### src/rtl/hdma_pkg.sv
package hdma_pkg;

    typedef enum logic [3:0] {
        ST_IDLE,
        ST_OVH,
        ST_SCAN,
        ST_INIT_LD,
        ST_BURST,
        ST_DEC,
        ST_RL_CNT,
        ST_RL_IL,
        ST_RL_IH
    } hdma_state_t;

    // number of bytes moved per line for a transfer mode
    function automatic logic [2:0] burst_len(input logic [2:0] mode);
        logic [2:0] n;
        unique case (mode)
            3'd0:                 n = 3'd1;
            3'd1, 3'd2, 3'd6:     n = 3'd2;
            default:              n = 3'd4;
        endcase
        return n;
    endfunction

    // register offset for byte number idx of a burst
    function automatic logic [1:0] burst_off(input logic [2:0] mode, input logic [1:0] idx);
        logic [1:0] o;
        unique case (mode)
            3'd1, 3'd5: o = {1'b0, idx[0]};
            3'd3, 3'd7: o = {1'b0, idx[1]};
            3'd4:       o = idx;
            default:    o = 2'd0;
        endcase
        return o;
    endfunction

endpackage

### src/rtl/hdma_chan_file.sv
module hdma_chan_file #(
    parameter int NCH = 8,
    parameter int AW  = 16,
    localparam int IW = $clog2(NCH)
) (
    input  logic          clk,
    input  logic          rst_n,
    input  logic          clr_fin_all,
    input  logic [IW-1:0] wsel,
    input  logic          we_tbl,
    input  logic [AW-1:0] tbl_d,
    input  logic          we_ind,
    input  logic [AW-1:0] ind_d,
    input  logic          we_cnt,
    input  logic [7:0]    cnt_d,
    input  logic          we_do,
    input  logic          do_d,
    input  logic          we_fin,
    input  logic          fin_d,
    output logic [AW-1:0] tbl_q [NCH],
    output logic [AW-1:0] ind_q [NCH],
    output logic [7:0]    cnt_q [NCH],
    output logic [NCH-1:0] do_q,
    output logic [NCH-1:0] fin_q
);

    for (genvar g = 0; g < NCH; g++) begin : g_ch
        logic hit;
        assign hit = (wsel == IW'(g));

        always_ff @(posedge clk or negedge rst_n) begin
            if (!rst_n) begin
                tbl_q[g] <= '0;
                ind_q[g] <= '0;
                cnt_q[g] <= '0;
                do_q[g]  <= 1'b0;
                fin_q[g] <= 1'b0;
            end else begin
                if (hit && we_tbl) tbl_q[g] <= tbl_d;
                if (hit && we_ind) ind_q[g] <= ind_d;
                if (hit && we_cnt) cnt_q[g] <= cnt_d;
                if (hit && we_do)  do_q[g]  <= do_d;
                if (clr_fin_all)
                    fin_q[g] <= 1'b0;
                else if (hit && we_fin)
                    fin_q[g] <= fin_d;
            end
        end
    end

endmodule

### src/rtl/hdma_pick.sv
module hdma_pick #(
    parameter int NCH = 8,
    localparam int IW = $clog2(NCH)
) (
    input  logic [NCH-1:0] cand,
    input  logic [IW:0]    from,
    output logic           found,
    output logic [IW-1:0]  idx
);

    always_comb begin
        found = 1'b0;
        idx   = '0;
        for (int i = NCH - 1; i >= 0; i--) begin
            if (cand[i] && (i >= int'(from))) begin
                found = 1'b1;
                idx   = IW'(i);
            end
        end
    end

endmodule

### src/rtl/hdma_engine.sv
module hdma_engine
    import hdma_pkg::*;
#(
    parameter int NCH     = 8,
    parameter int AW      = 16,
    parameter int OVH_CYC = 8
) (
    input  logic              clk,
    input  logic              rst_n,
    input  logic              frame_start,
    input  logic              line_strobe,
    input  logic [NCH-1:0]    chan_en,
    input  logic [NCH*AW-1:0] cfg_src,
    input  logic [NCH*3-1:0]  cfg_mode,
    input  logic [NCH-1:0]    cfg_indir,
    input  logic [NCH*8-1:0]  cfg_dest,
    output logic              mem_rd,
    output logic [AW-1:0]     mem_addr,
    input  logic [7:0]        mem_rdata,
    output logic              bus_we,
    output logic [7:0]        bus_addr,
    output logic [7:0]        bus_wdata,
    input  logic              gdma_req,
    output logic              gdma_grant,
    output logic [NCH-1:0]    gdma_stop,
    output logic              busy
);

    localparam int IW = $clog2(NCH);
    localparam int OW = $clog2(OVH_CYC + 1);

    hdma_state_t state, nxt;
    logic [OW-1:0] ovh_cnt;
    logic [IW-1:0] cur;
    logic [IW:0]   scan_from;
    logic [1:0]    bidx;
    logic          in_init;
    logic          line_pend, init_pend;

    // channel file write side
    logic          we_tbl, we_ind, we_cnt, we_do, we_fin;
    logic [AW-1:0] tbl_d, ind_d;
    logic [7:0]    cnt_d;
    logic          do_d, fin_d;
    logic [AW-1:0] tbl_q [NCH];
    logic [AW-1:0] ind_q [NCH];
    logic [7:0]    cnt_q [NCH];
    logic [NCH-1:0] do_q, fin_q;

    // selected channel view
    logic [AW-1:0] cur_src, cur_tbl, cur_ind;
    logic [2:0]    cur_mode;
    logic [7:0]    cur_dest, cur_cnt, cnt_dec;
    logic          cur_indir, last_byte;

    logic          any_en, any_pend, start_job, take_line, take_init;
    logic [NCH-1:0] cand;
    logic          pick_found;
    logic [IW-1:0] pick_idx;

    hdma_chan_file #(.NCH(NCH), .AW(AW)) u_file (
        .clk(clk), .rst_n(rst_n), .clr_fin_all(frame_start), .wsel(cur),
        .we_tbl(we_tbl), .tbl_d(tbl_d), .we_ind(we_ind), .ind_d(ind_d),
        .we_cnt(we_cnt), .cnt_d(cnt_d), .we_do(we_do), .do_d(do_d),
        .we_fin(we_fin), .fin_d(fin_d),
        .tbl_q(tbl_q), .ind_q(ind_q), .cnt_q(cnt_q), .do_q(do_q), .fin_q(fin_q)
    );

    assign cand = in_init ? chan_en : (chan_en & ~fin_q);

    hdma_pick #(.NCH(NCH)) u_pick (
        .cand(cand), .from(scan_from), .found(pick_found), .idx(pick_idx)
    );

    always_comb begin
        cur_src   = cfg_src[int'(cur)*AW +: AW];
        cur_mode  = cfg_mode[int'(cur)*3 +: 3];
        cur_dest  = cfg_dest[int'(cur)*8 +: 8];
        cur_indir = cfg_indir[cur];
        cur_tbl   = tbl_q[cur];
        cur_ind   = ind_q[cur];
        cur_cnt   = cnt_q[cur];
        cnt_dec   = cur_cnt - 8'd1;
        last_byte = ({1'b0, bidx} == (burst_len(cur_mode) - 3'd1));
    end

    assign any_en    = |chan_en;
    assign any_pend  = line_pend | init_pend;
    assign start_job = (state == ST_IDLE) && any_pend && any_en;
    // line first; an empty mask discards everything pending
    assign take_line = (state == ST_IDLE) && line_pend;
    assign take_init = (state == ST_IDLE) && init_pend && (!line_pend || !any_en);

    // next-state logic
    always_comb begin
        nxt = state;
        unique case (state)
            ST_IDLE:    if (start_job) nxt = ST_OVH;
            ST_OVH:     if (ovh_cnt == OW'(OVH_CYC - 1)) nxt = ST_SCAN;
            ST_SCAN: begin
                if (!pick_found)     nxt = ST_IDLE;
                else if (in_init)    nxt = ST_INIT_LD;
                else if (do_q[pick_idx]) nxt = ST_BURST;
                else                 nxt = ST_DEC;
            end
            ST_INIT_LD,
            ST_RL_CNT:  nxt = (mem_rdata != 8'h00 && cur_indir) ? ST_RL_IL : ST_SCAN;
            ST_BURST:   if (last_byte) nxt = ST_DEC;
            ST_DEC:     nxt = (cnt_dec[6:0] == 7'd0) ? ST_RL_CNT : ST_SCAN;
            ST_RL_IL:   nxt = ST_RL_IH;
            ST_RL_IH:   nxt = ST_SCAN;
            default:    nxt = ST_IDLE;
        endcase
    end

    // state register and sequencing counters
    always_ff @(posedge clk or negedge rst_n) begin
        if (!rst_n) begin
            state     <= ST_IDLE;
            ovh_cnt   <= '0;
            cur       <= '0;
            scan_from <= '0;
            bidx      <= '0;
            in_init   <= 1'b0;
            line_pend <= 1'b0;
            init_pend <= 1'b0;
        end else begin
            state     <= nxt;
            line_pend <= line_strobe | (line_pend & ~take_line);
            init_pend <= frame_start | (init_pend & ~take_init);
            unique case (state)
                ST_IDLE: begin
                    ovh_cnt   <= '0;
                    scan_from <= '0;
                    if (start_job) in_init <= !line_pend;
                end
                ST_OVH:   ovh_cnt <= ovh_cnt + OW'(1);
                ST_SCAN: begin
                    if (pick_found) begin
                        cur       <= pick_idx;
                        scan_from <= {1'b0, pick_idx} + (IW+1)'(1);
                    end
                    bidx <= '0;
                end
                ST_BURST: bidx <= bidx + 2'd1;
                default: ;
            endcase
        end
    end

    // outputs and channel-file updates
    always_comb begin
        mem_rd    = 1'b0;
        mem_addr  = cur_tbl;
        bus_we    = 1'b0;
        bus_addr  = cur_dest + {6'd0, burst_off(cur_mode, bidx)};
        bus_wdata = mem_rdata;
        we_tbl = 1'b0; tbl_d = cur_tbl + AW'(1);
        we_ind = 1'b0; ind_d = cur_ind + AW'(1);
        we_cnt = 1'b0; cnt_d = mem_rdata;
        we_do  = 1'b0; do_d  = 1'b1;
        we_fin = 1'b0; fin_d = (mem_rdata == 8'h00);
        unique case (state)
            ST_INIT_LD: begin
                mem_rd   = 1'b1;
                mem_addr = cur_src;
                we_tbl   = 1'b1;
                tbl_d    = cur_src + AW'(1);
                we_cnt   = 1'b1;
                we_do    = 1'b1;
                we_fin   = 1'b1;
            end
            ST_BURST: begin
                mem_rd   = 1'b1;
                mem_addr = cur_indir ? cur_ind : cur_tbl;
                bus_we   = 1'b1;
                we_ind   = cur_indir;
                we_tbl   = !cur_indir;
            end
            ST_DEC: begin
                we_cnt = 1'b1;
                cnt_d  = cnt_dec;
                we_do  = 1'b1;
                do_d   = cur_cnt[7];
            end
            ST_RL_CNT: begin
                mem_rd = 1'b1;
                we_tbl = 1'b1;
                we_cnt = 1'b1;
                we_do  = 1'b1;
                we_fin = 1'b1;
            end
            ST_RL_IL: begin
                mem_rd = 1'b1;
                we_tbl = 1'b1;
                we_ind = 1'b1;
                ind_d  = {cur_ind[AW-1:8], mem_rdata};
            end
            ST_RL_IH: begin
                mem_rd = 1'b1;
                we_tbl = 1'b1;
                we_ind = 1'b1;
                ind_d  = cur_ind;
                ind_d[15:8] = mem_rdata;
            end
            default: ;
        endcase
    end

    assign busy       = (state != ST_IDLE);
    assign gdma_stop  = start_job ? chan_en : '0;
    assign gdma_grant = gdma_req && (state == ST_IDLE) && !any_pend;

endmodule

### config.mk
export PLATFORM = sky130hd
export DESIGN_NAME = hdma_engine
export DESIGN_NICKNAME = d
export VERILOG_FILES = /design/src/rtl/hdma_pkg.sv /design/src/rtl/hdma_chan_file.sv /design/src/rtl/hdma_pick.sv /design/src/rtl/hdma_engine.sv
export SDC_FILE = /design/constraint.sdc
export NUM_CORES = 1
export LEC_CHECK = 0
export ABC_AREA = 1
export BUFFER_PORTS_ARGS = -buffer_cell sky130_fd_sc_hd__buf_2
export CAP_MARGIN = 25
export CORE_ASPECT_RATIO = 0.9
export CORE_MARGIN = 4
export CORE_UTILIZATION = 50
export DETAILED_ROUTE_END_ITERATION = 10
export HOLD_SLACK_MARGIN = 0.1
export PLACE_DENSITY = 0.73
export REMOVE_ABC_BUFFERS = 1
export SLEW_MARGIN = 40
export SYNTH_ARGS = -nofsm -noshare
export SYNTH_HDL_FRONTEND = slang
export SYNTH_SLANG_ARGS = --single-unit
### constraint.sdc
create_clock -name clk -period 4 [get_ports clk]
set_input_delay 0.2 -clock clk [delete_from_list [all_inputs] [get_ports clk]]
set_output_delay 0.2 -clock clk [all_outputs]
set_load 0.05 [all_outputs]
== Word level (Yosys, flattened, before mapping) ==
Index checks and enable logic that the tools add are counted.

* $add $sub $neg: 9
* $mul: 1
* Divide/modulo/power cells: 0
* $lt $le $gt $ge: 11
* Eq/ne operators: 28
* Shifts and indexed selects: 3
* Mux-type cells: 74
* Bitwise logic cells: 10
* Reductions and logical operators: 84

{| class="wikitable"
|+ Operators with widths
! kind !! count
|-
| indexed part select 128 x 8 -> 16 bit || 1
|-
| binary-select mux 16 bit (select 3 bit) || 2
|-
| 2-to-1 mux 16 bit || 6
|-
| one-hot mux 16 bit (2 select lines) || 2
|-
| indexed part select 64 x 7 -> 8 bit || 1
|-
| adder 16 x 1 -> 16 bit, second input constant || 3
|-
| logical AND 1 bit || 48
|-
| 2-to-1 mux 8 bit || 5
|-
| 2-to-1 mux 3 bit || 12
|-
| 2-to-1 mux 1 bit || 32
|-
| one-hot mux 4 bit (8 select lines) || 1
|-
| binary-select mux 8 bit (select 3 bit) || 1
|-
| == test 3 bit, second input constant || 8
|-
| indexed part select 24 x 6 -> 3 bit || 1
|-
| nonzero test 2 bit || 11
|-
| == test 4 x 3 -> 1 bit, second input constant || 5
|-
| greater-or-equal comparator 3 x 4 -> 1 bit, first input constant || 4
|-
| 2-to-1 mux 4 bit || 4
|-
| one-hot mux 4 bit (2 select lines) || 2
|-
| == test 3 x 2 -> 1 bit, second input constant || 4
|-
| adder 8 x 2 -> 8 bit || 1
|-
| AND 8 bit || 1
|-
| == test 4 x 2 -> 1 bit, second input constant || 2
|-
| greater-or-equal comparator 1 x 4 -> 1 bit, first input constant || 2
|-
| other kinds (39) || 61
|}

* Register bits after elaboration: 356
* Bits in latches: 0
* Memory bits (writable): 0
* Memory bits (read-only): 0
* Input bits: 245
* Memories kept: 0

== Depth between registers and ports, before layout ==
Gate-level depths: netlist of run 1.

* Word-level depth: 18
* Depth in mapped cells: 20
* Gate-level depth less buffers: 18

== Cells and area by module ==
A second synthesis of run 1 with hierarchy kept.

* Cell total of the unflattened synthesis: 3315
* Area, all modules: 21861.0 um^2

{| class="wikitable"
|+ By module, submodules not included
! module !! times used !! cells an instance !! area an instance (um^2) !! seq. area each (um^2)
|-
| hdma_chan_file || 1 || 1365 || 12674.7 || 8408.1
|-
| hdma_engine || 1 || 1908 || 8982.4 || 500.5
|-
| hdma_pick || 1 || 42 || 203.9 || 0.0
|}

== Worst setup path before layout of run 1 ==
OpenSTA, ideal clock, no wires.

* Path kind: flip-flop to output port
* Start: reg cur[0]
* End: out bus_addr[6]
* Data arrival time: 3.484 ns
* Data required time: 3.800 ns
* Slack: 0.316 ns
* Cell stages (with the launch flop): 17
* Cell sequence: dfrtp_1 -> buf_4 -> nor2_4 -> buf_2 -> buf_2 -> a22oi_1 -> nand3_1 -> o21ai_0 -> or2_1 -> nor2_1 -> a221oi_1 -> ha_1 -> fa_1 -> inv_1 -> nor2_1 -> nand3_1 -> xor2_1

* Cells in the longest elaborated chain, start to end: 6
* Elaborated cells between the ends (all ways): 12
* Those cells by class: add/sub (1); mul (1); eq/ne (5); shift (2); mux (1); reduce/logical (2)

{| class="wikitable"
|+ RTL lines
! item !! line !! text
|-
| start, declared || hdma_engine.sv:34 || <nowiki>logic [IW-1:0] cur;</nowiki>
|-
| start signal, assigned || hdma_engine.sv:140 || <nowiki>cur <= pick_idx;</nowiki>
|-
| multiplier 3 x 2 -> 5 bit || hdma_engine.sv:77 || <nowiki>cur_mode = cfg_mode[int'(cur)*3 +: 3];</nowiki>
|-
| indexed part select 24 x 6 -> 3 bit || hdma_engine.sv:77 ||
|-
| == test 3 x 2 -> 1 bit (tied with other cells) || hdma_pkg.sv:29 || <nowiki>unique case (mode)</nowiki>
|-
| OR reduction 2 bit || hdma_pkg.sv:29 ||
|-
| one-hot mux 2 bit (3 select lines) || hdma_pkg.sv:29 ||
|-
| adder 8 x 2 -> 8 bit (*) || hdma_engine.sv:156 || <nowiki>bus_addr = cur_dest + {6'd0, burst_off(cur_mode, bidx)};</nowiki>
|-
| end, declared || hdma_engine.sv:21 || <nowiki>output logic [7:0] bus_addr,</nowiki>
|}

Every way passes the cells marked *; elsewhere a longest branch is shown, timed or not.

== Final worst setup path of run 1 ==
* Start: reg cur[0]
* End: out bus_addr[7]

The elaborated chain is that of the path after synthesis.

==> results of run 1 <==
## synthesized netlist by cell type, drive strengths merged, types with 8 or more instances
library cell and instances:
nor3 9, clkbuf 35, inv 173, o211ai 9, o221ai 23, nand3 182, a22oi 171, o21ai 185
nand2 1085, nor2 114, buf 94, a21oi 38, nand4 40, nand3b 9, o22ai 19, ha 8
dfrtp 356, xor2 16
## layout make-up
type | instances | area, um^2
clock buffers | 56 | 1162
clock inverters | 9 | 125.1
fillers | 3461 | 15640
inverters | 179 | 674.4
multi-input cells | 1946 | 9254
flip-flops and latches | 356 | 8912
well taps | 525 | 656.9
repair buffers | 342 | 2033
## power breakdown
group / switching, mW / internal [mW] / total [mW]
Clock: 1.44 / 2.20 / 3.64
Sequential: 0.769 / 4.95 / 5.71
Combinational: 7.57 / 3.04 / 10.6
Total: 9.78 / 10.2 / 20.0
## cell families after synthesis
family / Yosys count / synth area share, %
and+or+nand+nor: 1448 / 30.46
AOI/OAI and AO/OA: 471 / 15.49
DFF: 356 / 45.68
buffers and inverters: 308 / 6.948
xor gates and xnor gates: 18 / 0.8083
adders and majority gates: 9 / 0.6159
## state kept, by name (all words and copies together), names as in the netlist
register / cells
in_init: 1
ovh_cnt: 4
u_file.do_q: 8
u_file.cnt_q: 64
line_pend: 1
u_file.ind_q: 128
state: 4
cur: 3
scan_from: 4
u_file.tbl_q: 128
init_pend: 1
u_file.fin_q: 8
bidx: 2
## per-layer routing
metal	vias up	track usage, %	wire length [um]
li1	9168	-	-
met3	173	5.928	7346
met5	-	0	0
met2	1198	49.44	30330
met1	9508	41.16	26640
met4	0	11.54	2539
## through the flow
| stage | setup WS [ns] | utilization (%) | hold WS, ns |
|---|---|---|---|
| floorplan | -1.125 | - | -0.09559 |
| global placement | 0.3487 | 55.65 | 0.3808 |
| detailed placement | 0.2699 | 55.73 | 0.1502 |
| CTS | 0.01538 | 59.27 | 0.1711 |
| global route | 0.004388 | 59.33 | 0.2243 |
| finish | 0.1854 | 59.33 | 0.1944 |
## worst reg2reg max path: stages (launching register included)
cell and delay [ns]:
dfrtp_2 0.44, inv_2 0.12, nor2_4 0.24, buf_4 0.17, buf_4 0.11, buf_12 0.23
buf_4 0.36, nand2_1 0.11, nand4_1 0.10, nand3_1 0.11, nand2_2 0.21, ha_1 0.32
inv_1 0.07, nor2_1 0.22, nand3_1 0.13, xor2_1 0.46, nand2_1 0.12, nand2_1 0.09
## timing repair
item | 4_1_cts | 5_1_grt
setup buffers | 5 | 0
pin swaps | 1 | 1
setup endpoints to repair | 4 | 4
endpoints found under the hold margin | 202 | 0
resized for setup | 3 | 5
hold buffers | 3 | 0
gates cloned | 0 | 1
## worst paths after layout
check                                  start           endpoint  slack, ns  cells past startpoint
max                                   cur[0]        bus_addr[7]       0.19                     13
min                                    rst_n    u_file.cnt_q[6]       0.19                      2
max reg2reg                           cur[1]  u_file.tbl_q[108]       0.30                     17
min reg2reg                u_file.tbl_q[114]  u_file.tbl_q[114]       0.48                      2
max in group asynchronous              rst_n  u_file.tbl_q[121]       2.53                      4
min in group clk                mem_rdata[4]   u_file.ind_q[68]       0.20                      5
==> results.json, run 1 <==
{
  "status": "finished clean",
  "synth-edff-count": 0,
  "cts_tree": "done",
  "insertedDiodeCount": 0,
  "vdd_drop_max_v": 0.0006246,
  "critPathMaxStageDelay_ns": 0.45,
  "synth_warnings": 0,
  "cp_slowest_cell": "dfrtp_2",
  "synthCells": 2610,
  "arrival_ns": 3.61,
  "cp_common_cell": "nand3_1",
  "yosysUniqueCellTypes": 51,
  "start_util_pct": 50.72,
  "io_pins": 289,
  "period_needed_ns": 3.815,
  "critPathTopFamily": "simple AND/OR/NAND/NOR gates",
  "layout_commonest_cell": "nand2_1",
  "max-cap-violations": 0,
  "drt_first_iter_violations": 2306,
  "cts_htree_levels": 2,
  "final_layout_size_suffix_gt1_share_pct": 16.10,
  "wl_per_cell_um": 19.59,
  "max_freq_mhz": 262.1,
  "dr.pass1.iters": 6,
  "slew_violations": 0,
  "area_growth_pct": 16.99,
  "syn-cell-area_um2": 19500,
  "start_kind": "flip-flop",
  "routed_wl_mm": 66.86,
  "p_per_area_nw_per_um2": 875.2,
  "cts_sinks": 356,
  "critPathBufInv": 1,
  "numCtsBuffers": 38,
  "io_buffers": 288,
  "async_flop_share_pct": 100.0,
  "synth.top_cell.area_share_pct": 45.68,
  "tightestPinTransition_ns": 0.8183,
  "die_area_um2": 42240,
  "gp_congestion": 0.9183,
  "skew_ns": 0.02285,
  "rsz0062_at_grt": "false",
  "synthTopCellsByArea": "dfrtp_1 46%, nand2_1 21%, a22oi_1 6.6%",
  "grt_antenna_before_repair": 1,
  "relSlewSlack_pct": 45.45,
  "die_w_um": 216.2,
  "grt_pass1_wl_mm": 104.6,
  "final_cell_count_no_fill": 3413,
  "rows": 68,
  "clkTransAtPathRegs_ns": 0.06,
  "die_h_um": 195.4,
  "synthFlopType": "dfrtp_1",
  "setup-tns-final_ns": 0,
  "dpl.hpwl_mm": 43.53,
  "path_class": "reg -> out",
  "yosys.area.top_type": "dfrtp_1",
  "grt_max_degree": 114,
  "cp_max_fo": 10,
  "ant_nets": 0,
  "grt_pass1_vias": 19560,
  "ys_seq_area_share_pct": 45.68,
  "required_ns": 3.80,
  "coreArea_um2": 38460,
  "clockBufferDepth": 3,
  "root_buffer": "clkbuf_16",
  "mostFrequentLayoutCells": "1,072 x nand2_1, 353 x dfrtp_1, 286 x buf_2, 181 x nand3_1, 171 x a22oi_1",
  "design_area_um2": 22820,
  "min_period_over_period_pct": 95.37,
  "ys_seq_elements": 356,
  "worst_setup_path_end_kind": "primary output",
  "p_leak_nw": 11.45,
  "dpl_cell_area_um2": 21430,
  "avgViaCountPerCell": 5.874,
  "place_inst": 3339,
  "cp_cell_sequence": "nor2_4 -> a22oi_1 -> nand3_1 -> o21ai_1 -> or2_1 -> a221oi_2 -> ha_1 -> a21oi_1 -> nor2_1 -> nand3_1 -> nor3_2 -> xnor2_1 -> clkbuf_4",
  "nNetsFinal": 3117,
  "vias": 20050,
  "avgSynthCellArea_um2": 7.473,
  "clk_latency_ns": 0.53,
  "hold_class": "in -> async",
  "hold_viol": 0,
  "power_mw": 19.97,
  "drc_errors": 0,
  "grt_overflow": 0,
  "grt_use_total_pct": 30.58,
  "setup_violations": 0
}
Power figures use the tool's default switching activity.
==> inputs of run 2 (changes only) <==
--- a/config.mk
+++ b/config.mk
@@ -5,7 +5,6 @@
 export SDC_FILE = /design/constraint.sdc
 export NUM_CORES = 1
 export LEC_CHECK = 0
-export ABC_AREA = 1
 export BUFFER_PORTS_ARGS = -buffer_cell sky130_fd_sc_hd__buf_2
 export CAP_MARGIN = 25
 export CORE_ASPECT_RATIO = 0.9
==> run 2 against run 1 <==
  * Utilization up 0.32 points
  * Power up 10%
  * Sequential share of layout area down 2.3 points
  * First-iteration DRC count up 1.5%
  * Die area up 5.9%
  * Sequential power up 3%
  * Combinational power up 18%
  * Largest power group unchanged
  * Area after synthesis up 6.1%
  * Clock skew down 0.0079 ns
  * Wire length down 2.1%
==> results.json, run 2 <==
{
  "wl_per_cell_um": 22.95,
  "grt_pass1_wl_mm": 102.7,
  "io_buffers": 288,
  "async_flop_share_pct": 100.0,
  "synthTopCellsByArea": "dfrtp_1 43%, mux4_2 11%, mux2_2 6.3%",
  "grt_antenna_before_repair": 1,
  "relSlewSlack_pct": 47.54,
  "syn-cell-area_um2": 20690,
  "ant_nets": 0,
  "vdd_drop_max_v": 0.0006696,
  "status": "finished clean",
  "vias": 18010,
  "io_pins": 289,
  "cts_tree": "done",
  "nNetsFinal": 2543,
  "p_leak_nw": 10.87,
  "start_kind": "flip-flop",
  "gp_congestion": 0.9109,
  "synth-edff-count": 0,
  "ys_top_cells_by_count": "356 x dfrtp_1, 289 x nand2_1, 161 x nor2_1, 123 x o21ai_0, 119 x a21oi_1",
  "die_w_um": 222.4,
  "multiInputGateArea_um2": 10970,
  "num-fill-cells": 3392,
  "slew_violations": 0,
  "p_per_area_nw_per_um2": 904.2,
  "synthCells": 2013,
  "final_cell_count_no_fill": 2852,
  "dpl.hpwl_mm": 46.27,
  "numCtsBuffers": 38,
  "skew_ns": 0.01492,
  "clk_latency_ns": 0.54,
  "routed_wl_mm": 65.46,
  "regArea_um2": 8920,
  "yosys.area.top_type": "dfrtp_1",
  "grt_max_degree": 102,
  "clockBufferDepth": 3,
  "avgViaCountPerCell": 6.313,
  "cts_htree_levels": 2,
  "area_growth_pct": 17.40,
  "grt_overflow": 0,
  "dr.pass1.iters": 6,
  "path_class": "reg -> out",
  "avgSynthCellArea_um2": 10.28,
  "ys_seq_area_share_pct": 43.05,
  "yosysUniqueCellTypes": 81,
  "post-synth-top-count-cell": "dfrtp_1",
  "synth_warnings": 0,
  "synthFlopType": "dfrtp_1",
  "rows": 70,
  "min_period_over_period_pct": 97.32,
  "max-cap-violations": 0,
  "worst_setup_path_end_kind": "primary output",
  "drc_errors": 0,
  "max_freq_mhz": 256.9,
  "layout_commonest_cell": "dfrtp_1",
  "grt_pass1_vias": 17850,
  "cp_max_fo": 11,
  "die_h_um": 201.0,
  "clkTransAtPathRegs_ns": 0.06,
  "synth.top_cell.area_share_pct": 43.05,
  "hold_viol": 0,
  "final_layout_size_suffix_gt1_share_pct": 30.80,
  "root_buffer": "clkbuf_16",
  "cts_sinks": 356,
  "start_util_pct": 50.81,
  "arrival_ns": 3.69,
  "die_area_um2": 44710,
  "grt_use_total_pct": 28.58,
  "insertedDiodeCount": 0,
  "setup_violations": 0,
  "rsz0062_at_grt": "true",
  "place_inst": 2778,
  "drt_first_iter_violations": 2340,
  "post-route-util_pct": 59.65,
  "tightestPinTransition_ns": 0.7870,
  "required_ns": 3.80,
  "period_needed_ns": 3.893,
  "worstRegToRegCells": 11,
  "ys_seq_elements": 356,
  "top_regs": "u_file.ind_q x128, u_file.tbl_q x128, u_file.cnt_q x64",
  "coreArea_um2": 40730,
  "mostFrequentLayoutCells": "353 x dfrtp_1, 289 x nand2_1, 286 x buf_2, 153 x nor2_1, 122 x o21ai_0",
  "hold_class": "in -> async"
}
-- run 2: timing repair --
item,4_1_cts,5_1_grt
hold buffers,3,0
endpoints found under the setup margin,6,18
setup buffers,0,6
endpoints found under the hold margin,106,0
resized for setup,7,5
gates cloned,1,0
-- run 2: metal layers --
metal,global-route usage [%],wire [um]
met1,40.43,27070
met2,44.43,29550
met3,6.112,6511
met4,9.443,2324
met5,0,0
-- run 2: critical path, cell delays in order (launching register included) --
cell,delay (ns)
dfrtp_4,0.50
buf_12,0.17
mux4_2,0.54
mux2i_4,0.23
o21ai_1,0.14
a32o_1,0.28
ha_1,0.22
fa_1,0.42
nand2_1,0.12
nor3_1,0.07
xnor2_1,0.22
buf_4,0.24
-- run 2: area by class of cell --
cell class                 instances  area share, %
clock inverter                    12         0.5820
timing repair buffer             397          9.945
sequential                       356          36.72
tap                              540          2.781
inverter                          22         0.3399
multi-input combinational       1474          45.14
clock buffer                      51          4.491
-- run 2: report_power, final --
group / internal [mW] / leakage, nW / switching (mW)
Clock: 2.10 / 0.611 / 1.47
Sequential: 5.01 / 4.52 / 0.863
Combinational: 4.75 / 5.73 / 7.78
-- run 2: final timing paths --
check | slack, ns | startpoint | end
min in group clk | 0.18 | chan_en[7] | in_init
hold / removal | 0.14 | rst_n | ovh_cnt[0]
hold reg to reg | 0.47 | u_file.tbl_q[2] | u_file.tbl_q[2]
max in group asynchronous | 2.67 | rst_n | u_file.tbl_q[37]
setup / recovery | 0.11 | cur[0] | bus_addr[6]
setup reg to reg | 0.18 | cur[0] | u_file.tbl_q[90]
-- run 2: logic make-up after synthesis --
family,share of synthesized area (%)
AND/OR/NAND/NOR,15.13
AO/OA/AOI/OAI,15.36
flip-flops,43.05
multiplexers,20.56
buffers and inverters,4.469
XOR/XNOR,0.8465
adder cells (fa/ha/maj),0.5805
-- run 2: through the flow --
stage	power [mW]	TNS [ns]	area [um^2]	hold slack, ns	setup WS [ns]
3_5_place_dp	17.99	0	22850	0.3041	0.2490
5_1_grt	23.25	-0.02222	24290	0.1660	-0.02222
6_report	21.97	0	24290	0.1356	0.1072
3_3_place_gp	17.65	0	22820	0.2976	0.09602
4_1_cts	21.72	0	24180	0.1597	0.007789
2_1_floorplan	14.05	-1448.90	19850	-0.09559	-4.719
